File: src/rtl/fbc_pkg.sv
package fbc_pkg;
  parameter int unsigned WIN_ADDR_W  = 5;
  parameter int unsigned DATA_W      = 8;
  parameter int unsigned SLOT_W      = WIN_ADDR_W - 1;
  parameter int unsigned NUM_SLOTS   = 1 << SLOT_W;
  parameter int unsigned CTRL_SLOT   = 0;
  parameter int unsigned STAT_SLOT   = 1;
  parameter int unsigned FIRST_STORE = 2;
  parameter int unsigned IEN_BIT     = 7;
  parameter int unsigned PEND_BIT    = 7;
  parameter logic [DATA_W-1:0] STAT_ID = 8'h61;
  parameter logic [WIN_ADDR_W-1:0] STAT_ADDR = WIN_ADDR_W'(NUM_SLOTS + STAT_SLOT);

  typedef struct packed {
    logic              ctrlWr;
    logic              statClr;
    logic              storeWr;
    logic [SLOT_W-1:0] slot;
    logic              frameSet;
  } fbcStrobes_t;
endpackage

File: src/rtl/fbc_decode.sv
module fbc_decode
  import fbc_pkg::*;
(
  input  logic                  wrEn,
  input  logic [WIN_ADDR_W-1:0] regAddr,
  input  logic                  frameEnd,
  input  logic                  intEnable,
  output fbcStrobes_t           strobes
);
  logic              inWindow;
  logic [SLOT_W-1:0] slot;

  assign inWindow = regAddr[WIN_ADDR_W-1];
  assign slot     = regAddr[SLOT_W-1:0];

  always_comb begin
    strobes          = '0;
    strobes.slot     = slot;
    strobes.frameSet = frameEnd & intEnable;
    if (wrEn && inWindow) begin
      if (slot == SLOT_W'(CTRL_SLOT))       strobes.ctrlWr  = 1'b1;
      else if (slot == SLOT_W'(STAT_SLOT))  strobes.statClr = 1'b1;
      else                                  strobes.storeWr = 1'b1;
    end
  end
endmodule

File: src/rtl/fbc_regs.sv
module fbc_regs
  import fbc_pkg::*;
(
  input  logic                  clk,
  input  logic                  rstN,
  input  fbcStrobes_t           strobes,
  input  logic [DATA_W-1:0]     wrData,
  input  logic [WIN_ADDR_W-1:0] regAddr,
  output logic [DATA_W-1:0]     rdData,
  output logic                  intEnable,
  output logic                  pendFlag,
  output logic                  irqOut
);
  logic [DATA_W-1:0] ctrlQ;
  logic              pendQ;
  logic              irqQ;
  logic [DATA_W-1:0] storeQ [NUM_SLOTS];
  logic [DATA_W-1:0] statVal;
  logic [SLOT_W-1:0] rdSlot;

  always_ff @(posedge clk or negedge rstN) begin
    if (!rstN)               ctrlQ <= '0;
    else if (strobes.ctrlWr) ctrlQ <= wrData;
  end

  always_ff @(posedge clk or negedge rstN) begin
    if (!rstN)                 pendQ <= 1'b0;
    else if (strobes.frameSet) pendQ <= 1'b1;
    else if (strobes.statClr)  pendQ <= 1'b0;
  end

  always_ff @(posedge clk or negedge rstN) begin
    if (!rstN) irqQ <= 1'b0;
    else       irqQ <= pendQ;
  end

  for (genvar g = 0; g < NUM_SLOTS; g++) begin : gSlot
    if (g >= FIRST_STORE) begin : gStore
      always_ff @(posedge clk or negedge rstN) begin
        if (!rstN)
          storeQ[g] <= '0;
        else if (strobes.storeWr && strobes.slot == SLOT_W'(g))
          storeQ[g] <= wrData;
      end
    end else begin : gNone
      assign storeQ[g] = '0;
    end
  end

  assign statVal = STAT_ID | (DATA_W'(pendQ) << PEND_BIT);
  assign rdSlot  = regAddr[SLOT_W-1:0];

  always_comb begin
    rdData = '0;
    if (regAddr[WIN_ADDR_W-1]) begin
      if (rdSlot == SLOT_W'(CTRL_SLOT))      rdData = ctrlQ;
      else if (rdSlot == SLOT_W'(STAT_SLOT)) rdData = statVal;
      else                                   rdData = storeQ[rdSlot];
    end
  end

  assign intEnable = ctrlQ[IEN_BIT];
  assign pendFlag  = pendQ;
  assign irqOut    = irqQ;
endmodule

File: src/rtl/fbc_ctrl_status.sv
module fbc_ctrl_status
  import fbc_pkg::*;
(
  input  logic                  clk,
  input  logic                  rstN,
  input  logic                  wrEn,
  input  logic [WIN_ADDR_W-1:0] regAddr,
  input  logic [DATA_W-1:0]     wrData,
  output logic [DATA_W-1:0]     rdData,
  input  logic                  frameEnd,
  output logic                  irq
);
  fbcStrobes_t strobes;
  logic        intEnable;
  logic        pendFlag;

  fbc_decode uDecode (
    .wrEn      (wrEn),
    .regAddr   (regAddr),
    .frameEnd  (frameEnd),
    .intEnable (intEnable),
    .strobes   (strobes)
  );

  fbc_regs uRegs (
    .clk       (clk),
    .rstN      (rstN),
    .strobes   (strobes),
    .wrData    (wrData),
    .regAddr   (regAddr),
    .rdData    (rdData),
    .intEnable (intEnable),
    .pendFlag  (pendFlag),
    .irqOut    (irq)
  );
endmodule

File: config.mk
export PLATFORM = sky130hd
export DESIGN_NAME = fbc_ctrl_status
export DESIGN_NICKNAME = d
export VERILOG_FILES = /design/src/rtl/fbc_pkg.sv /design/src/rtl/fbc_decode.sv /design/src/rtl/fbc_regs.sv /design/src/rtl/fbc_ctrl_status.sv
export SDC_FILE = /design/constraint.sdc
export NUM_CORES = 1
export LEC_CHECK = 0
export ABC_AREA = 1
export BUFFER_PORTS_ARGS = -buffer_cell sky130_fd_sc_hd__buf_2
export CAP_MARGIN = 20
export CORE_MARGIN = 10
export CORE_UTILIZATION = 55
export DETAILED_ROUTE_END_ITERATION = 10
export PLACE_DENSITY_LB_ADDON = 0.25
export SYNTH_ARGS = -nofsm -noshare
export SYNTH_HDL_FRONTEND = slang
export SYNTH_HIERARCHICAL = 1
export SYNTH_SLANG_ARGS = --single-unit
File: constraint.sdc
create_clock -name clk -period 2 [get_ports clk]
set_input_delay 0.4 -clock clk [delete_from_list [all_inputs] [get_ports clk]]
set_output_delay 0.4 -clock clk [all_outputs]
set_load 0.01 [all_outputs]
==> results of run 1 <==
==> cell usage in the layout, fill, tap and decap left out <==
cell,instances
clkbuf_16,16
dfrtp_1,122
nand2_1,284
buf_2,21
a21oi_1,12
o21ai_0,116
buf_6,6
o211ai_1,6
clkinvlp_4,2
buf_4,47
nor2_2,9
nand3_1,42
clkbuf_1,2
or2_4,5
inv_1,59
clkinv_2,3
nand2_2,11
a21oi_2,5
buf_8,1
dlygate4sd3_1,1
buf_12,5
nor2_4,1
bufinv_16,3
clkbuf_8,6
nor2_1,29
inv_4,1
inv_2,1
o21bai_1,1
nand3_2,12
and3_1,1
==> Yosys cell counts <==
| master | number |
|---|---|
| nand2_1 | 295 |
| dfrtp_1 | 122 |
| o21ai_0 | 116 |
| inv_1 | 60 |
| nand3_1 | 54 |
| nor2_1 | 36 |
| clkbuf_1 | 19 |
| a21oi_1 | 17 |
| buf_2 | 17 |
| buf_4 | 8 |
| o211ai_1 | 6 |
| or2_2 | 5 |
| nor2_2 | 3 |
| buf_6 | 2 |
| and3_1 | 1 |
| clkinv_1 | 1 |
| inv_2 | 1 |
| o21bai_1 | 1 |
==> power by group through the flow <==
stage	registers [uW]	logic [uW]	clock network (uW)
2_1_floorplan	3140	715	0
3_3_place_gp	3190	1000	0
3_5_place_dp	3200	1040	0
4_1_cts	3170	1140	3110
5_1_grt	3230	1390	3230
6_report	3190	1230	3090
==> registers in the layout, indices dropped and copies added (netlist names) <==
register / flops
uRegs/irqOut: 1
uRegs/ctrlQ: 8
uRegs/storeQ: 112
uRegs/pendFlag: 1
==> through the flow <==
stage / cells / TNS [ns]
4_1_cts: 959 / -0.4990
2_1_floorplan: 764 / 0
5_1_grt: 966 / -1.292
3_3_place_gp: 919 / -0.09244
3_5_place_dp: 919 / -0.2650
6_report: 966 / -0.5305
==> kinds of logic after synthesis <==
family / Yosys count / synth area share [%]
AND/OR/NAND/NOR: 394 / 27.00
buffers and inverters: 108 / 8.116
AO/OA/AOI/OAI: 140 / 12.36
flip-flops: 122 / 52.53
==> timing repair <==
item,4_1_cts,5_1_grt
pin swaps,24,20
endpoints found under the setup margin,8,8
resized for setup,25,27
hold buffers,1,0
buffers inserted,8,7
endpoints found under the hold margin,35,0
==> worst min path at each step <==
stage,slack (ns),cells past startpoint,to
after detailed placement,0.40,1,uRegs/storeQ[7]
after global placement,0.38,1,uRegs/storeQ[15]
after CTS,0.09,3,uRegs/ctrlQ[5]
after floorplan,0.10,0,uRegs/ctrlQ[0]
final,0.11,3,uRegs/ctrlQ[5]
after global routing,0.13,3,uRegs/ctrlQ[5]
==> worst max-delay path, cell delays in order (launching register included) <==
cell     delay (ns)
dfrtp_1        0.40
nand2_1        0.10
nand2_1        0.08
nand2_1        0.07
nand2_2        0.06
nand2_1        0.05
nand2_1        0.06
nand2_1        0.07
nand3_1        0.06
nand2_1        0.06
inv_1          0.05
buf_6          0.11
==> layer usage <==
| layer | vias up | part of all wire (%) | global-route usage (%) |
|---|---|---|---|
| met1 | 2607 | 42 | 29.02 |
| li1 | 2516 | - | - |
| met3 | 34 | 10 | 7.025 |
| met4 | 0 | 1.9 | 8.468 |
| met2 | 294 | 46 | 33.80 |
| met5 | - | 0 | 0 |
==> final cells by class <==
| cell class | instances | area (um^2) |
|---|---|---|
| fillers | 768 | 3179 |
| well taps | 136 | 170.2 |
| clock inverters | 7 | 112.6 |
| inverters | 62 | 239.0 |
| clock buffers | 24 | 490.5 |
| multi-input cells | 534 | 2429 |
| repair buffers | 81 | 650.6 |
| flip-flops and latches | 122 | 3053 |
==> results_dict.tcl, run 1 <==
set metrics [dict create \
    run_status "finished with violations" \
    failed_checks "setup timing" \
    pwr-share-clk_pct 41.1 \
    cp-end-kind "output pin" \
    comb_power_share_pct 16.4 \
    rows 37 \
    cts_tree "built" \
    hold_viol 0 \
    grt_pass1_wl_um 26270 \
    grt_usage_pct 22.20 \
    fin_util_pct 69.20 \
    core_area_um2 10320 \
    power_density_nw_per_um2 1051 \
    clk_latency_ns 0.52 \
    ant_nets 0 \
    required_ns 1.60 \
    cp_max_fo 2 \
    antenna_found_initial 0 \
    drc 0 \
    leakage_uw 0.003594 \
    worstHoldStart "wrData[5]" \
    htree_num_levels 4 \
    grt_overflow 0 \
    switchingPower_uw 2032 \
    port_buffers 25 \
    wl_um 16480 \
    slew_headroom_pct 56.43 \
    wl_per_cell_um 17.06 \
    ys_seq_elements 122 \
    seqPwrFrac_pct 42.5 \
    fin_skew_ns 0.007041 \
    total_power_uw 7512 \
    viasPerCell 5.643 \
    final_layout_size_suffix_gt1_share_pct 18.67 \
    maxCapViolations 0 \
    ys_seq_area_share_pct 52.53 \
    die-area_um2 15080 \
    drt_iter0_markers 702 \
    root_buffer "clkbuf_8" \
    dr_total_vias 5451 \
    nets 835 \
    placed_area_um2 6233 \
    gp_congestion 0.9918 \
    yosys.area.top_type_share_pct 52.53 \
    slew_viol_final 0 \
    crit_arrival_ns 1.71 \
    antenna_cells 0 \
    internal-power_uw 5480 \
    synth_top_area_cell "dfrtp_1" \
    setup_violations 8 \
    synth_nets 781 \
    r2r-start "uRegs/storeQ[68]" \
    critPathLaunch "uRegs/storeQ[82]" \
    vdd_ir_drop_max_mv 0.5139 \
    holdWs_ns 0.1140 \
    dp_hpwl_um 10360 \
    clkTransAtPathRegs_ns 0.06 \
    ys_warn_count 6 \
    r2r-end "uRegs/storeQ[68]" \
    dr.pass1.iters 7 \
    crit_path_start_kind "register" \
    grt_setup_unrepaired "yes" \
    timing.final.crit_share_pct 105.3 \
    io_pins 26 \
    cts.sinks 122 \
    die_y_um 122.8 \
    worst_slack_ns -0.1055 \
    synth_area_um2 5812 \
    r2r_cells 4 \
    cts_buffer_depth 2 \
    synth.distinct_cells 18 \
    fin_area_um2 7144 \
    die_w_um 122.8 \
    area_delta_synth_final_pct 22.93 \
    endpoint "rdData[2]" \
    grt_pass1_vias 5093 \
    hold_path.class "primary input to register" \
    crit_type "register to output pin" \
    grt_max_degree 54 \
    finalCriticalPeriod_ns 2.105 \
    rrSetupSlack_ns 1.05 \
    cts_buffers 17 \
    ys_top_cells_by_area "dfrtp_1 53%, nand2_1 19%, o21ai_0 10%" \
    initial_core_util_pct 56.30 \
    max_freq_mhz 475.0 \
    syn_inst 764 \
    avgSynthCellArea_um2 7.607 \
    tightestPinTransition_ns 0.6528 \
    switching_share_pct 27.05 \
    pre_cts_ws_ns -0.06800 \
]
Power figures use the tool's default switching activity.
==> run 2, diff against run 1 <==
==> constraint.sdc (replaced) <==
create_clock -name clk -period 2 [get_ports clk]
set_input_delay 0.3 -clock clk [delete_from_list [all_inputs] [get_ports clk]]
set_output_delay 0.3 -clock clk [all_outputs]
set_load 0.01 [all_outputs]
==> results_dict.tcl, run 2 (synthesis results as in run 1) <==
set metrics [dict create \
    wl_met3_um 1386 \
    htree_num_levels 4 \
    die_w_um 122.8 \
    wl_per_cell_um 16.70 \
    drt_iter0_markers 668 \
    nets 826 \
    num-fill-cells 813 \
    initial_core_util_pct 56.30 \
    layout_common_cells "288 x nand2_1, 122 x dfrtp_1, 116 x o21ai_0" \
    dr_total_vias 5354 \
    antenna_cells 0 \
    die_y_um 122.8 \
    rrSetupSlack_ns 1.20 \
    drc 0 \
    dr.pass1.iters 5 \
    dp_hpwl_um 10250 \
    top_register "uRegs/storeQ" \
    hold_viol 0 \
    wl_met1_um 6726 \
    required_ns 1.70 \
    timing.final.crit_share_pct 98.91 \
    crit_path_start_kind "register" \
    cts_buffers 17 \
    io_pins 26 \
    gp_congestion 0.9436 \
    rows 37 \
    grt_setup_unrepaired "yes" \
    run_status "completed" \
    reg.largest.list "uRegs/storeQ (112), uRegs/ctrlQ (8)" \
    crit_type "register to output pin" \
    slew_headroom_pct 58.10 \
    grt_max_degree 61 \
    grt_overflow 0 \
    port_buffers 25 \
    cts_buffer_depth 2 \
    cts_tree "built" \
    cp-end-kind "output pin" \
    dr_wl_met2_um 7428 \
    grt_pass1_wl_um 25230 \
    maxCapViolations 0 \
    wl_um 15930 \
    die-area_um2 15080 \
    hold_path.class "primary input to register" \
    clkTransAtPathRegs_ns 0.05 \
    finalCriticalPeriod_ns 1.978 \
    grt_pass1_vias 4841 \
    area_delta_synth_final_pct 19.94 \
    power_density_nw_per_um2 1004 \
    ant_nets 0 \
    grt_usage_pct 21.79 \
    slew_viol_final 0 \
    largest_register_ffs 112 \
    vdd_ir_drop_max_mv 0.5084 \
    worst_slack_ns 0.02177 \
    cp_max_fo 2 \
    tightestPinTransition_ns 0.6277 \
    final_layout_size_suffix_gt1_share_pct 16.75 \
    root_buffer "clkbuf_8" \
    pre_cts_ws_ns 0.06548 \
    clk_latency_ns 0.53 \
    core_area_um2 10320 \
    setup_violations 0 \
    max_freq_mhz 505.5 \
    viasPerCell 5.612 \
    topRoutingLayerUsed "met4" \
    crit_arrival_ns 1.68 \
    cts.sinks 122 \
    layout_commonest_cell "nand2_1" \
    setup_tns_ns 0 \
    fin_skew_ns 0.0009993 \
    leakage_uw 0.003519 \
    antenna_found_initial 0 \
]
-- run 2: cell count changes in the layout (fill, tap and decap cells not counted), sizes merged --
cell,change
bufinv,-3
dlygate4sd3,+3
clkinv,+1
clkbuf,+1
clkinvlp,-2
buf,-12
-- run 2: power by group --
group / total, uW / switching, uW / leakage, uW / internal, uW
logic: 1160 / 698 / 0.00169 / 465
clock network: 2650 / 998 / 0.000256 / 1650
registers: 3190 / 261 / 0.00157 / 2930
total: 7000 / 1960 / 0.00352 / 5040
-- run 2: repair_timing --
action                                  in CTS  in global routing
setup buffers                                1                  7
pin swaps                                    2                 15
hold endpoints to repair                    41                  0
resized for setup                            8                 35
hold buffers                                 4                  0
endpoints found under the setup margin       5                  8
-- run 2: cell type report --
type | instances | area, um^2 | area share [%]
timing repair buffer | 72 | 556.8 | 7.988
multi-input combinational | 534 | 2449 | 35.13
sequential | 122 | 3053 | 43.80
clock buffer | 25 | 494.2 | 7.090
clock inverter | 3 | 15.01 | 0.2154
inverter | 62 | 232.7 | 3.339
tap | 136 | 170.2 | 2.441
-- run 2: path summary, 6_finish.rpt --
kind | startpoint | end | cells after the start
setup / recovery | uRegs/storeQ[33] | rdData[1] | 9
hold / removal | frameEnd | uRegs/pendFlag | 4
setup reg to reg | uRegs/storeQ[105] | uRegs/storeQ[105] | 3
hold reg to reg | uRegs/pendFlag | uRegs/irqOut | 0
max in group asynchronous | rstN | uRegs/storeQ[70] | 3
min in group asynchronous | rstN | uRegs/storeQ[22] | 2
-- run 2: metrics by stage --
stage	total power [uW]	utilization (%)	cell area [um^2]	hold WS, ns	std cells
after global routing	7370	67.52	6970	0.07458	954
after CTS	6927	65.63	6775	0.05042	947
after global placement	4189	59.90	6183	0.3155	914
final	6999	67.52	6970	0.06652	954
after floorplan	3850	-	5812	0.004409	764
after detailed placement	4236	59.90	6183	0.3245	914
-- run 2: per-layer routing --
metal  global-route usage, %  vias to the layer above
li1                        -                     2504
met1                   29.02                     2539
met2                   32.43                      279
met3                   6.061                       32
met4                   9.941                        0
met5                       0                        -
-- run 2: worst max-delay path, stage by stage (launching register included) --
cell	delay (ns)
dfrtp_1	0.38
inv_1	0.06
nand2_1	0.05
nand3_2	0.10
nand3_1	0.14
nand3_2	0.12
nand3_2	0.08
nand2_1	0.06
inv_1	0.03
buf_2	0.13
==> run 3, diff against run 2 <==
--- a/config.mk
+++ b/config.mk
@@ -5,7 +5,6 @@
 export SDC_FILE = /design/constraint.sdc
 export NUM_CORES = 1
 export LEC_CHECK = 0
-export ABC_AREA = 1
 export BUFFER_PORTS_ARGS = -buffer_cell sky130_fd_sc_hd__buf_2
 export CAP_MARGIN = 20
 export CORE_MARGIN = 10
==> results_dict.tcl, run 3 <==
set metrics [dict create \
    hold_path.class "primary input to register" \
    cts_tree "built" \
    r2r-start "uRegs/storeQ[25]" \
    r2r-end "uRegs/storeQ[25]" \
    setup_tns_ns -0.1910 \
    tightestPinTransition_ns 0.5950 \
    grt_setup_unrepaired "yes" \
    grt_max_degree 49 \
    worstHoldStart "frameEnd" \
    crit_type "register to output pin" \
    cpPeakStageDelay_ns 0.48 \
    initial_core_util_pct 56.24 \
    die_w_um 122.7 \
    grt_overflow 0 \
    grt_pass1_vias 4014 \
    cp-end-kind "output pin" \
    wl_per_cell_um 21.38 \
    port_buffers 25 \
    dr_total_vias 3779 \
    comb_power_share_pct 15.8 \
    antenna_found_initial 0 \
    seqPwrFrac_pct 45.5 \
    slew_viol_final 0 \
    ys_seq_elements 122 \
    dp_hpwl_um 9119 \
    rows 37 \
    pwr-share-clk_pct 38.7 \
    yosysMostFrequentCell "dfrtp_1" \
    synth_top_flop_cell "dfrtp_1" \
    leakage_uw 0.003200 \
    yosys.area.top_type_share_pct 52.59 \
    max_freq_mhz 474.7 \
    slew_headroom_pct 60.29 \
    vdd_ir_drop_max_mv 0.7603 \
    internal-power_uw 5230 \
    grt_usage_pct 19.06 \
    clk_latency_ns 0.53 \
    core_area_um2 10320 \
    cp_cell_sequence "mux4_2 > mux2i_1 > o22ai_1 > buf_2" \
    required_ns 1.70 \
    timing.final.crit_share_pct 105.3 \
    io_pins 26 \
    holdPathStages 3 \
    run_status "finished with violations" \
    failed_checks "setup timing" \
    largest_register_ffs 112 \
    worst_slack_ns -0.1067 \
    antenna_cells 0 \
    ant_nets 0 \
    htree_num_levels 4 \
    total_power_uw 6993 \
    viasPerCell 5.998 \
    fin_util_pct 67.08 \
    cts_buffers 17 \
    drc 0 \
    die_y_um 122.7 \
    placed_area_um2 6324 \
    die-area_um2 15070 \
    crit_arrival_ns 1.81 \
    setup_violations 4 \
    clkTransAtPathRegs_ns 0.06 \
    hold_viol 0 \
    async_flop_share_pct 100.0 \
    path_buf_inv 1 \
    synth_area_um2 5806 \
    wl_um 13470 \
    reg.largest.list "uRegs/storeQ (112), uRegs/ctrlQ (8)" \
    switching_share_pct 25.21 \
    layout_commonest_cell "dfrtp_1" \
    ys_seq_area_share_pct 52.59 \
    rrSetupSlack_ns 1.09 \
    fin_area_um2 6925 \
    grt_pass1_wl_um 21750 \
    avgSynthCellArea_um2 13.53 \
    root_buffer "clkbuf_8" \
    slowest_stage "mux4_2" \
    cp_top_family "multiplexers" \
    ys_top_cells_by_area "dfrtp_1 53%, mux2_2 22%, mux2i_1 7.6%" \
    power_density_nw_per_um2 1010 \
    drt_iter0_markers 276 \
    maxCapViolations 0 \
    gp_congestion 0.8081 \
    ys_warn_count 6 \
    synth.distinct_cells 41 \
    synth_edf_count 0 \
    fin_cells 630 \
    cp_max_fo 2 \
    dp.cells 595 \
    syn_inst 429 \
    ys_top_cells_by_count "122 x dfrtp_1, 114 x mux2_2, 44 x mux2i_1" \
    dr.pass1.iters 6 \
    r2r_cells 2 \
    top_register "uRegs/storeQ" \
    cts.sinks 122 \
    fin_skew_ns 0.001436 \
    nets 499 \
    area_delta_synth_final_pct 19.29 \
    final_layout_size_suffix_gt1_share_pct 48.18 \
    finalCriticalPeriod_ns 2.107 \
    crit_path_start_kind "register" \
    synth_nets 446 \
    synth_top_area_cell "dfrtp_1" \
    cts_buffer_depth 2 \
    switchingPower_uw 1763 \
    hold_end "uRegs/pendFlag" \
    layout_common_cells "122 x dfrtp_1, 114 x mux2_2, 43 x mux2i_1" \
]
==> run 3: per-stage QoR <==
stage | hold slack, ns | worst slack (ns)
2_1_floorplan | 0.004409 | 0.2597
3_3_place_gp | 0.2708 | -0.06900
3_5_place_dp | 0.2719 | -0.04278
4_1_cts | 0.1023 | -0.1308
5_1_grt | 0.1199 | -0.1754
6_report | 0.1272 | -0.1067
==> run 3: how the worst max path moves through the flow <==
stage	end	slack (ns)	startpoint	depth (start not counted)
5_1_grt	rdData[7]	-0.18	uRegs/storeQ[7]	4
4_1_cts	rdData[7]	-0.13	uRegs/storeQ[7]	4
6_report	rdData[7]	-0.11	uRegs/storeQ[7]	4
3_5_place_dp	rdData[5]	-0.04	regAddr[0]	6
3_3_place_gp	rdData[0]	-0.07	regAddr[0]	6
2_1_floorplan	rdData[0]	0.26	regAddr[3]	5
==> run 3: cell type report <==
cell class              instances  area, um^2
well taps                     136       170.2
repair buffers                 66       541.8
fillers                       754        3398
multi-input cells             272        2630
clock inverters                 8       72.57
clock buffers                  23       446.7
flip-flops and latches        122        3053
inverters                       3       11.26
==> run 3: logic make-up after synthesis <==
family | share of synthesized area, %
AO/OA/AOI/OAI | 5.410
AND/OR/NAND/NOR | 5.970
multiplexers | 33.12
flip-flops | 52.59
buffers and inverters | 2.909
==> run 3: routing by layer <==
metal,GRT usage [%],up-vias,share of wire [%]
met1,25.19,1983,45
met3,5.831,20,5.3
met5,0,-,0
met4,8.100,0,1.5
met2,28.51,90,48
li1,-,1686,-
==> run 3: worst register-to-register path: stages, from the launching register on <==
cell,delay (ns)
dfrtp_1,0.39
buf_4,0.14
mux2_2,0.27
==> run 3: timing repair <==
item / CTS / global route
pin swaps: 8 / 7
resized for setup: 9 / 5
endpoints found under the hold margin: 30 / 0
endpoints found under the setup margin: 7 / 8
setup buffers: 2 / 1
hold buffers: 1 / 0
==> run 3: power groups by stage <==
stage / clock network (uW) / registers (uW) / logic, uW
3_5_place_dp: 0 / 3210 / 1070
4_1_cts: 2740 / 3180 / 1110
6_report: 2700 / 3180 / 1110
5_1_grt: 2880 / 3230 / 1210
3_3_place_gp: 0 / 3180 / 1030
2_1_floorplan: 0 / 3140 / 770
